File: src/rtl/dbl_pkg.sv
package dbl_pkg;

  localparam int ADDR_W   = 8;
  localparam int OFS_MASK = 0;
  localparam int OFS_CAUS = 4;
  localparam int OFS_POS  = 8;
  localparam int OFS_BELL = 12;

  typedef enum logic [2:0] {
    SEL_MASK,
    SEL_CAUS,
    SEL_POS,
    SEL_BELL,
    SEL_NONE
  } reg_sel_e;

  function automatic reg_sel_e decode_offset(input logic [ADDR_W-1:0] ofs);
    reg_sel_e sel;
    case (ofs)
      ADDR_W'(OFS_MASK): sel = SEL_MASK;
      ADDR_W'(OFS_CAUS): sel = SEL_CAUS;
      ADDR_W'(OFS_POS):  sel = SEL_POS;
      ADDR_W'(OFS_BELL): sel = SEL_BELL;
      default:           sel = SEL_NONE;
    endcase
    return sel;
  endfunction

endpackage

File: src/rtl/dbl_peer_regs.sv
module dbl_peer_regs
  import dbl_pkg::*;
#(
  parameter int PEER_IDX = 0,
  parameter int DATA_W   = 32,
  parameter int ID_W     = 16
) (
  input  logic                   clk,
  input  logic                   rst_n,
  input  logic                   req_valid,
  input  logic                   req_write,
  input  logic [ADDR_W-1:0]      req_addr,
  input  logic [DATA_W-1:0]      req_wdata,
  output logic                   rsp_valid,
  output logic [DATA_W-1:0]      rsp_data,
  output logic                   cause_hit,
  output logic                   bell_valid,
  output logic [ID_W-1:0]        bell_dest,
  output logic [DATA_W-ID_W-1:0] bell_vec
);
  localparam int VF_W = DATA_W - ID_W;

  reg_sel_e          sel;
  logic              rd_en;
  logic              wr_en;
  logic [DATA_W-1:0] mask_q;
  logic [DATA_W-1:0] cause_q;
  logic [DATA_W-1:0] rd_val;

  assign sel   = decode_offset(req_addr);
  assign rd_en = req_valid && !req_write;
  assign wr_en = req_valid && req_write;

  always_comb begin
    case (sel)
      SEL_MASK: rd_val = mask_q;
      SEL_CAUS: rd_val = cause_q;
      SEL_POS:  rd_val = DATA_W'(PEER_IDX);
      default:  rd_val = '0;
    endcase
  end

  always_ff @(posedge clk) begin
    if (!rst_n) begin
      mask_q    <= '0;
      cause_q   <= '0;
      rsp_valid <= 1'b0;
      rsp_data  <= '0;
    end else begin
      rsp_valid <= rd_en;
      if (rd_en) begin
        rsp_data <= rd_val;
      end
      if (wr_en && sel == SEL_MASK) begin
        mask_q <= req_wdata;
      end
      if (wr_en && sel == SEL_CAUS) begin
        cause_q <= cause_q | req_wdata;
      end else if (rd_en && sel == SEL_CAUS) begin
        cause_q <= '0;
      end
    end
  end

  assign cause_hit  = |(cause_q & mask_q);
  assign bell_valid = wr_en && (sel == SEL_BELL);
  assign bell_dest  = req_wdata[DATA_W-1 -: ID_W];
  assign bell_vec   = req_wdata[VF_W-1:0];

endmodule

File: src/rtl/dbl_router.sv
module dbl_router #(
  parameter int NUM_PEERS = 4,
  parameter int NUM_VEC   = 2,
  parameter int ID_W      = 16,
  parameter int VF_W      = 16
) (
  input  logic [NUM_PEERS-1:0]         bell_valid,
  input  logic [NUM_PEERS*ID_W-1:0]    bell_dest,
  input  logic [NUM_PEERS*VF_W-1:0]    bell_vec,
  output logic [NUM_PEERS*NUM_VEC-1:0] vec_set
);

  for (genvar d = 0; d < NUM_PEERS; d++) begin : g_dest
    for (genvar v = 0; v < NUM_VEC; v++) begin : g_vec
      logic hit;
      always_comb begin
        hit = 1'b0;
        for (int s = 0; s < NUM_PEERS; s++) begin
          if (bell_valid[s]
              && bell_dest[s*ID_W +: ID_W] == ID_W'(d)
              && bell_vec[s*VF_W +: VF_W] == VF_W'(v)) begin
            hit = 1'b1;
          end
        end
      end
      assign vec_set[d*NUM_VEC + v] = hit;
    end
  end

endmodule

File: src/rtl/dbl_pending.sv
module dbl_pending #(
  parameter int NUM_VEC = 2
) (
  input  logic               clk,
  input  logic               rst_n,
  input  logic [NUM_VEC-1:0] set_i,
  input  logic [NUM_VEC-1:0] ack_i,
  output logic [NUM_VEC-1:0] pend_o
);

  for (genvar v = 0; v < NUM_VEC; v++) begin : g_flag
    always_ff @(posedge clk) begin
      if (!rst_n) begin
        pend_o[v] <= 1'b0;
      end else if (set_i[v]) begin
        pend_o[v] <= 1'b1;
      end else if (ack_i[v]) begin
        pend_o[v] <= 1'b0;
      end
    end
  end

endmodule

File: src/rtl/dbl_doorbell_ctrl.sv
module dbl_doorbell_ctrl
  import dbl_pkg::*;
#(
  parameter int NUM_PEERS = 4,
  parameter int NUM_VEC   = 2,
  parameter int DATA_W    = 32,
  parameter int ID_W      = 16
) (
  input  logic                         clk,
  input  logic                         rst_n,
  input  logic [NUM_PEERS-1:0]         req_valid,
  input  logic [NUM_PEERS-1:0]         req_write,
  input  logic [NUM_PEERS*ADDR_W-1:0]  req_addr,
  input  logic [NUM_PEERS*DATA_W-1:0]  req_wdata,
  output logic [NUM_PEERS-1:0]         rsp_valid,
  output logic [NUM_PEERS*DATA_W-1:0]  rsp_data,
  input  logic [NUM_PEERS*NUM_VEC-1:0] vec_ack,
  output logic [NUM_PEERS*NUM_VEC-1:0] vec_pend,
  output logic [NUM_PEERS-1:0]         irq
);
  localparam int VF_W = DATA_W - ID_W;

  logic [NUM_PEERS-1:0]         bell_valid;
  logic [NUM_PEERS*ID_W-1:0]    bell_dest;
  logic [NUM_PEERS*VF_W-1:0]    bell_vec;
  logic [NUM_PEERS*NUM_VEC-1:0] vec_set;
  logic [NUM_PEERS-1:0]         cause_hit;

  for (genvar p = 0; p < NUM_PEERS; p++) begin : g_peer
    dbl_peer_regs #(
      .PEER_IDX (p),
      .DATA_W   (DATA_W),
      .ID_W     (ID_W)
    ) u_regs (
      .clk        (clk),
      .rst_n      (rst_n),
      .req_valid  (req_valid[p]),
      .req_write  (req_write[p]),
      .req_addr   (req_addr[p*ADDR_W +: ADDR_W]),
      .req_wdata  (req_wdata[p*DATA_W +: DATA_W]),
      .rsp_valid  (rsp_valid[p]),
      .rsp_data   (rsp_data[p*DATA_W +: DATA_W]),
      .cause_hit  (cause_hit[p]),
      .bell_valid (bell_valid[p]),
      .bell_dest  (bell_dest[p*ID_W +: ID_W]),
      .bell_vec   (bell_vec[p*VF_W +: VF_W])
    );

    dbl_pending #(
      .NUM_VEC (NUM_VEC)
    ) u_pend (
      .clk    (clk),
      .rst_n  (rst_n),
      .set_i  (vec_set[p*NUM_VEC +: NUM_VEC]),
      .ack_i  (vec_ack[p*NUM_VEC +: NUM_VEC]),
      .pend_o (vec_pend[p*NUM_VEC +: NUM_VEC])
    );

    assign irq[p] = cause_hit[p] || (|vec_pend[p*NUM_VEC +: NUM_VEC]);
  end

  dbl_router #(
    .NUM_PEERS (NUM_PEERS),
    .NUM_VEC   (NUM_VEC),
    .ID_W      (ID_W),
    .VF_W      (VF_W)
  ) u_router (
    .bell_valid (bell_valid),
    .bell_dest  (bell_dest),
    .bell_vec   (bell_vec),
    .vec_set    (vec_set)
  );

endmodule

File: config.mk
export PLATFORM = sky130hd
export DESIGN_NAME = dbl_doorbell_ctrl
export DESIGN_NICKNAME = d
export VERILOG_FILES = /design/src/rtl/dbl_pkg.sv /design/src/rtl/dbl_peer_regs.sv /design/src/rtl/dbl_router.sv /design/src/rtl/dbl_pending.sv /design/src/rtl/dbl_doorbell_ctrl.sv
export SDC_FILE = /design/constraint.sdc
export NUM_CORES = 1
export LEC_CHECK = 0
export ABC_CLOCK_PERIOD_IN_PS = 4400
export BUFFER_PORTS_ARGS = -buffer_cell sky130_fd_sc_hd__buf_2
export CORE_ASPECT_RATIO = 1.4
export CORE_MARGIN = 4
export CORE_UTILIZATION = 40
export CTS_CLUSTER_SIZE = 12
export DETAILED_ROUTE_END_ITERATION = 10
export GPL_TIMING_DRIVEN = 0
export SLEW_MARGIN = 5
export SYNTH_ARGS = -nofsm -noshare
export SYNTH_HDL_FRONTEND = slang
export SYNTH_SLANG_ARGS = --single-unit
File: constraint.sdc
create_clock -name clk -period 4.4 [get_ports clk]
set_input_delay 0.22 -clock clk [delete_from_list [all_inputs] [get_ports clk]]
set_output_delay 0.22 -clock clk [all_outputs]
set_load 0.05 [all_outputs]
==> results.md, run 1 <==
- Status: completed
- Setup slack after placement: 979 ps
- Core ar.: 39400 sq um
- Reg2Reg Setup Slack: 3180 ps
- DRT iter0 DRCs: 1178
- Crit path buf inv count: 5
- Cell Area, Synth: 15900 sq um
- Top delay family on crit path: buffers and inverters
- Synth-to-Final Area Change: 30.0%
- Routed wl met3: 3680 um
- Fin. max-slew vios: 0
- Critical path type: in2reg
- Tot Pwr: 7.47 mW
- Ys Warns: 0
- Hold depth: 3
- Initial antenna violation count: 7
- CP Cell Sequence: clkbuf_1 > inv_1 > clkbuf_1 > clkbuf_1 > clkbuf_1 > nor2_1
- Final net count: 2454
- RSZ-0062 raised after global routing: no
- Reg-to-reg startpoint: g_peer[2].u_regs.mask_q[1]$_SDFFE_PN0P_
- DP Wirelength: 42600 um
- Post-Syn Instances: 1789
- TritonCTS clock tree: built
- # hold bufs at CTS: 126
- Distinct cell type count after synthesis: 47
- Most common cell after layout, fill and taps aside: dfxtp_1
- Synth Area in Compound Gates: 0.200
- Vias in the first global route: 15600
- Clock latency on the worst-skew pair: 540 ps
- Top sig layer: met5
- CP max stage delay: 730 ps
- Adder-Cell Fraction of Synth Area: 0
- CP startpoint kind: input pin
- Fin crit share: 0.612
- Setup Buffers After CTS: 0
- Die Height: 244 um
- TritonCTS Buffers: 41
- Final core utilization: 0.525
- Hold Slack: 23.0 ps
- GRT overflow: 0
- Drt drc: 0
- Num Clock Sinks: 396
- Fmax: 371 MHz
- Setup crit end kind: flip-flop
- Drt pass-1 iters: 6
- Min-Delay Endpoint: g_peer[3].u_regs.mask_q[17]$_SDFFE_PN0P_
- Num rows: 86
- Post-route ant nets: 0
- Setup WS post-layout: 1710 ps
- Pin count of the biggest net entering global routing: 13
- Layout Skew: 10.4 ps
- I/O pin count: 322
- Setup_tns: 0 ps
- Endpoints failing hold: 0
- Pwr per Cell Area: 361 nW/um^2
- Main combinational cell family by area after synthesis: simple AND/OR/NAND/NOR gates
- Depth of the most critical reg-to-reg path: 4
- Mean post-synth cell area: 8.89 sq um
- Final setup fails: 0
- Vias/cell: 5.56
- Starting Density: 0.404
- Final RePlAce weighted congestion: 0.900
- Post-synthesis simple-gate area fraction: 0.201
- Root Buffer: clkbuf_16
- Worst Hold Launch: req_wdata[113]
- Levels on crit path: 6
- Worst Hold Class: in2reg
- Post-Route WL: 57500 um
- Routed vias: 15700
- WL per Instance: 20.3 um
- Maximum Capacitance Violations: 0
- CP max stage cell: clkbuf_1
- Worst-Margin Slew: 1120 ps
- Met1 Routed Length: 22900 um
- Post-Synth XOR/XNOR Area: 0
- Worst-path clk slew: 60 ps
- Syn_nets: 1967
- GR Util All Layers: 0.257
- Critical Path AT: 3080 ps
- Critical Path Fanout Max: 10
- IO Port Bufs: 318
- VDD IR max: 318 uV
- First-pass GRT wire length: 88400 um
- WL met2: 29100 um
- Most frequent cells in the layout: dfxtp_1, buf_2, nor2_1, a21oi_1, nand2_1
- Crit path time final: 2690 ps
- Leak Pwr: 8.72 nW
- Number of H-tree levels: 2
- R2r endpoint: g_peer[2].u_regs.rsp_data[1]$_SDFFE_PN0P_
- Die footprint: 43100 sq um
- Cell mode on critical path: clkbuf_1
- Rel. slew slack: 0.251
- Cells resized by post-CTS repair: 0
- Critical Path RT: 4790 ps
- Layout cells sized above 1: 0.193
- Yosys reg bits: 396
- Clock buffer depth: 3
- Die span in x: 177 um
- Post-synthesis mux area share: 0.0604
- Post-synthesis sequential area ratio: 0.498
## worst min-delay path: stages
cell and delay, ps:
buf_2 160, nand2_1 70, a21oi_1 50
## cell usage after synthesis, drive strengths merged
master | n | area share
a2111oi | 1 | 0.00055
a211o | 3 | 0.0017
a211oi | 5 | 0.0024
a21oi | 169 | 0.053
a221oi | 54 | 0.030
a222oi | 4 | 0.0025
a22o | 16 | 0.0088
a22oi | 116 | 0.055
a2bb2oi | 34 | 0.019
a31oi | 5 | 0.0020
a32oi | 8 | 0.0044
and2 | 62 | 0.024
and3 | 4 | 0.0016
and4b | 2 | 0.0013
buf | 51 | 0.019
clkbuf | 81 | 0.019
dfxtp | 396 | 0.50
inv | 10 | 0.0024
mux2i | 96 | 0.060
nand2 | 138 | 0.033
nand2b | 8 | 0.0031
nand3 | 12 | 0.0044
nand3b | 2 | 0.00094
nand4 | 20 | 0.0079
nand4b | 2 | 0.0011
nor2 | 311 | 0.073
nor2b | 8 | 0.0031
nor3 | 52 | 0.016
nor3b | 2 | 0.00094
nor4 | 40 | 0.022
nor4bb | 2 | 0.0013
o211ai | 1 | 0.00047
o21ai | 61 | 0.019
o31ai | 1 | 0.00047
o41ai | 1 | 0.0010
or2 | 5 | 0.0020
or3b | 2 | 0.0011
or4 | 4 | 0.0026
## sequential cells by signal (all words and copies together) (netlist names)
signal / flops
g_peer.u_regs.cause_q: 128
g_peer.u_regs.mask_q: 128
g_peer.u_regs.rsp_data: 128
g_peer.u_pend.pend_o: 8
g_peer.u_regs.rsp_valid: 4
## power breakdown
group	total [mW]	switching, mW	internal, mW
Sequential	3.61	0.00997	3.60
Clock	3.33	1.41	1.92
Combinational	0.529	0.334	0.195
## per-stage QoR
stage          cells  instance area [sq um]
2_1_floorplan   1789                  15900
3_3_place_gp    2635                  18200
3_5_place_dp    2635                  18200
4_1_cts         2826                  20700
5_1_grt         2826                  20700
6_report        2828                  20700
## cell families (layout without fill, tap and decap cells)
family / Yosys count / after routing
buf+inv: 142 / 651
simple gates: 676 / 676
mux: 96 / 96
flops: 396 / 396
compound gates: 479 / 479
other cells: 0 / 2
## routing by layer
metal	vias to the layer above	global-route usage
met5	-	0
met4	10	0.0820
met3	120	0.0396
met2	612	0.459
met1	7587	0.315
li1	7402	-
## layout make-up
cell class                 count  area [sq um]
inverter                      10          37.5
antenna                        2          5.00
multi-input combinational   1251          7330
tap                          528           661
timing repair buffer         444          2850
sequential                   396          7930
clock inverter                 4          23.8
buffer                       132           611
fill                        3757         18700
clock buffer                  61          1230
## how the worst max path moves through the flow
| stage | slack, ps | startpoint | endpoint |
|---|---|---|---|
| final | 1710 | rst_n | g_peer[3].u_regs.rsp_data[19]$_SDFFE_PN0P_ |
| after floorplan | 2620 | req_addr[9] | g_peer[1].u_regs.mask_q[10]$_SDFFE_PN0P_ |
| after CTS | 1540 | rst_n | g_peer[3].u_regs.rsp_data[19]$_SDFFE_PN0P_ |
| after detailed placement | 980 | rst_n | g_peer[3].u_regs.rsp_data[19]$_SDFFE_PN0P_ |
| after global routing | 1470 | rst_n | g_peer[3].u_regs.rsp_data[19]$_SDFFE_PN0P_ |
| after global placement | 1070 | rst_n | g_peer[3].u_regs.rsp_data[19]$_SDFFE_PN0P_ |
Note: power is estimated with default switching activity, not from simulation.
==> run 2: changes to the inputs <==
--- a/config.mk
+++ b/config.mk
@@ -5,7 +5,7 @@
 export SDC_FILE = /design/constraint.sdc
 export NUM_CORES = 1
 export LEC_CHECK = 0
-export ABC_CLOCK_PERIOD_IN_PS = 4400
+export ABC_CLOCK_PERIOD_IN_PS = 2710
 export BUFFER_PORTS_ARGS = -buffer_cell sky130_fd_sc_hd__buf_2
 export CORE_ASPECT_RATIO = 1.4
 export CORE_MARGIN = 4
==> constraint.sdc (replaced) <==
create_clock -name clk -period 2.71 [get_ports clk]
set_input_delay 0.1355 -clock clk [delete_from_list [all_inputs] [get_ports clk]]
set_output_delay 0.1355 -clock clk [all_outputs]
set_load 0.05 [all_outputs]
==> results.md, run 2 (synthesized netlist as in run 1, its figures left out) <==
- Placed cell areas: 18200 sq um
- CP startpoint kind: flip-flop
- Most frequent cells in the layout: dfxtp_1, buf_2, nor2_1, a21oi_1, nand2_1
- Fmax: 402 MHz
- CP Cell Sequence: a22o_1 > a221oi_1 > nand4_1 > nor3_1 > nand2_1 > buf_2
- Fin. max-slew vios: 0
- CP max stage delay: 360 ps
- Layout Skew: 7.97 ps
- Rel. slew slack: 0.274
- Critical Path Fanout Max: 3
- Setup crit end kind: output pin
- Drt drc: 0
- Design area: 20800 sq um
- WL per Instance: 20.4 um
- Die span in x: 177 um
- Setup WS post-layout: 221 ps
- Worst-Margin Slew: 1090 ps
- Clock latency on the worst-skew pair: 540 ps
- Routed vias: 15700
- Worst Hold Class: in2reg
- GR Util All Layers: 0.258
- Maximum Capacitance Violations: 0
- RSZ-0062 raised after global routing: no
- First-pass GRT wire length: 88900 um
- VDD IR max: 517 uV
- # fillers: 3748
- Core ar.: 39400 sq um
- IO Port Bufs: 318
- Pin count of the biggest net entering global routing: 13
- Drt pass-1 iters: 5
- Post-route ant nets: 0
- Initial antenna violation count: 5
- Critical Path AT: 2350 ps
- Num rows: 86
- Final net count: 2462
- Root Buffer: clkbuf_16
- DP Wirelength: 42600 um
- Endpoints failing hold: 0
- Critical path type: reg2out
- Setup slack after placement: -626 ps
- GRT overflow: 0
- Number of H-tree levels: 2
- Vias/cell: 5.55
- Top delay family on crit path: simple AND/OR/NAND/NOR gates
- Crit path buf inv count: 1
- I/O pin count: 322
- Most common cell after layout, fill and taps aside: dfxtp_1
- Leak Pwr: 8.76 nW
- TritonCTS Buffers: 41
- Die footprint: 43100 sq um
- Final RePlAce weighted congestion: 0.900
- Biggest regs: g_peer.u_regs.cause_q: 128 flops, g_peer.u_regs.mask_q: 128 flops, g_peer.u_regs.rsp_data: 128 flops
- Clock buffer depth: 3
- Crit path time final: 2490 ps
- Status: completed
- Num Clock Sinks: 396
- Worst-path clk slew: 60 ps
- Critical Path RT: 2570 ps
- Starting Density: 0.404
- CP max stage cell: nor3_1
- Post-Route WL: 57800 um
- Synth-to-Final Area Change: 30.5%
- Layout cells sized above 1: 0.193
- DRT iter0 DRCs: 1057
- Fin crit share: 0.918
- Die Height: 244 um
- TritonCTS clock tree: built
- Setup Buffers After CTS: 0
- Final setup fails: 0
- Pwr per Cell Area: 585 nW/um^2
- Vias in the first global route: 15700
## run 2: cell count changes in the layout (fill, tap and decap cells not counted)
| cell | change |
|---|---|
| clkbuf_1 | -1 |
| dlygate4sd3_1 | +8 |
| clkbuf_2 | +1 |
## run 2: final cells by class
| type | count | area [sq um] | share of cell area |
|---|---|---|---|
| inverters | 10 | 37.5 | 0.00181 |
| multi-input cells | 1251 | 7330 | 0.353 |
| well taps | 528 | 661 | 0.0318 |
| clock inverters | 4 | 23.8 | 0.00114 |
| plain buffers | 132 | 612 | 0.0295 |
| clock buffers | 61 | 1230 | 0.0594 |
| repair buffers | 452 | 2930 | 0.141 |
| diodes | 2 | 5.00 | 0.000241 |
| flip-flops and latches | 396 | 7930 | 0.382 |
## run 2: report_power, final
group	internal, mW	total, mW	switching [mW]
sequential	5.85	5.87	0.0161
clock	3.12	5.40	2.29
combinational	0.324	0.870	0.545
total	9.30	12.1	2.85
## run 2: timing repair
action                                 CTS  global route
resized for setup                        1             0
setup endpoints to repair               10             0
hold buffers                           134             0
endpoints found under the hold margin  260             0
## run 2: final timing paths
path	cells past startpoint	slack (ps)	start	end
max	6	220	g_peer[2].u_regs.mask_q[24]$_SDFFE_PN0P_	irq[2]
min reg2reg	2	460	g_peer[3].u_regs.rsp_data[0]$_SDFFE_PN0P_	g_peer[3].u_regs.rsp_data[0]$_SDFFE_PN0P_
max reg2reg	4	1480	g_peer[2].u_regs.cause_q[1]$_SDFFE_PN0P_	g_peer[2].u_regs.rsp_data[1]$_SDFFE_PN0P_
min	4	20	vec_ack[7]	g_peer[3].u_pend.pend_o[1]$_SDFFE_PN0P_
## run 2: metal layers
| layer | wire length, um | track usage | vias up |
|---|---|---|---|
| li1 | - | - | 7425 |
| met1 | 23100 | 0.315 | 7598 |
| met2 | 29100 | 0.458 | 581 |
| met3 | 3530 | 0.0385 | 126 |
| met4 | 2070 | 0.0929 | 6 |
| met5 | 47 | 0 | - |
## run 2: tightest hold or removal path, delay by kind of cell
kind                   cells  cell delay [ps]
AO/OA/AOI/OAI              2              210
buffers and inverters      2              170
## run 2: through the flow
step | hold WS, ps | std cells | setup TNS [ps] | power, mW | utilization
final | 17.0 | 2836 | 0 | 12.1 | 0.527
after global routing | 46.2 | 2834 | 0 | 12.5 | 0.527
after CTS | 3.08 | 2834 | 0 | 12.2 | 0.527
after detailed placement | 408 | 2635 | -41250 | 6.71 | 0.461
after global placement | 404 | 2635 | -35250 | 6.70 | 0.461
after floorplan | 271 | 1789 | 0 | 6.32 | -
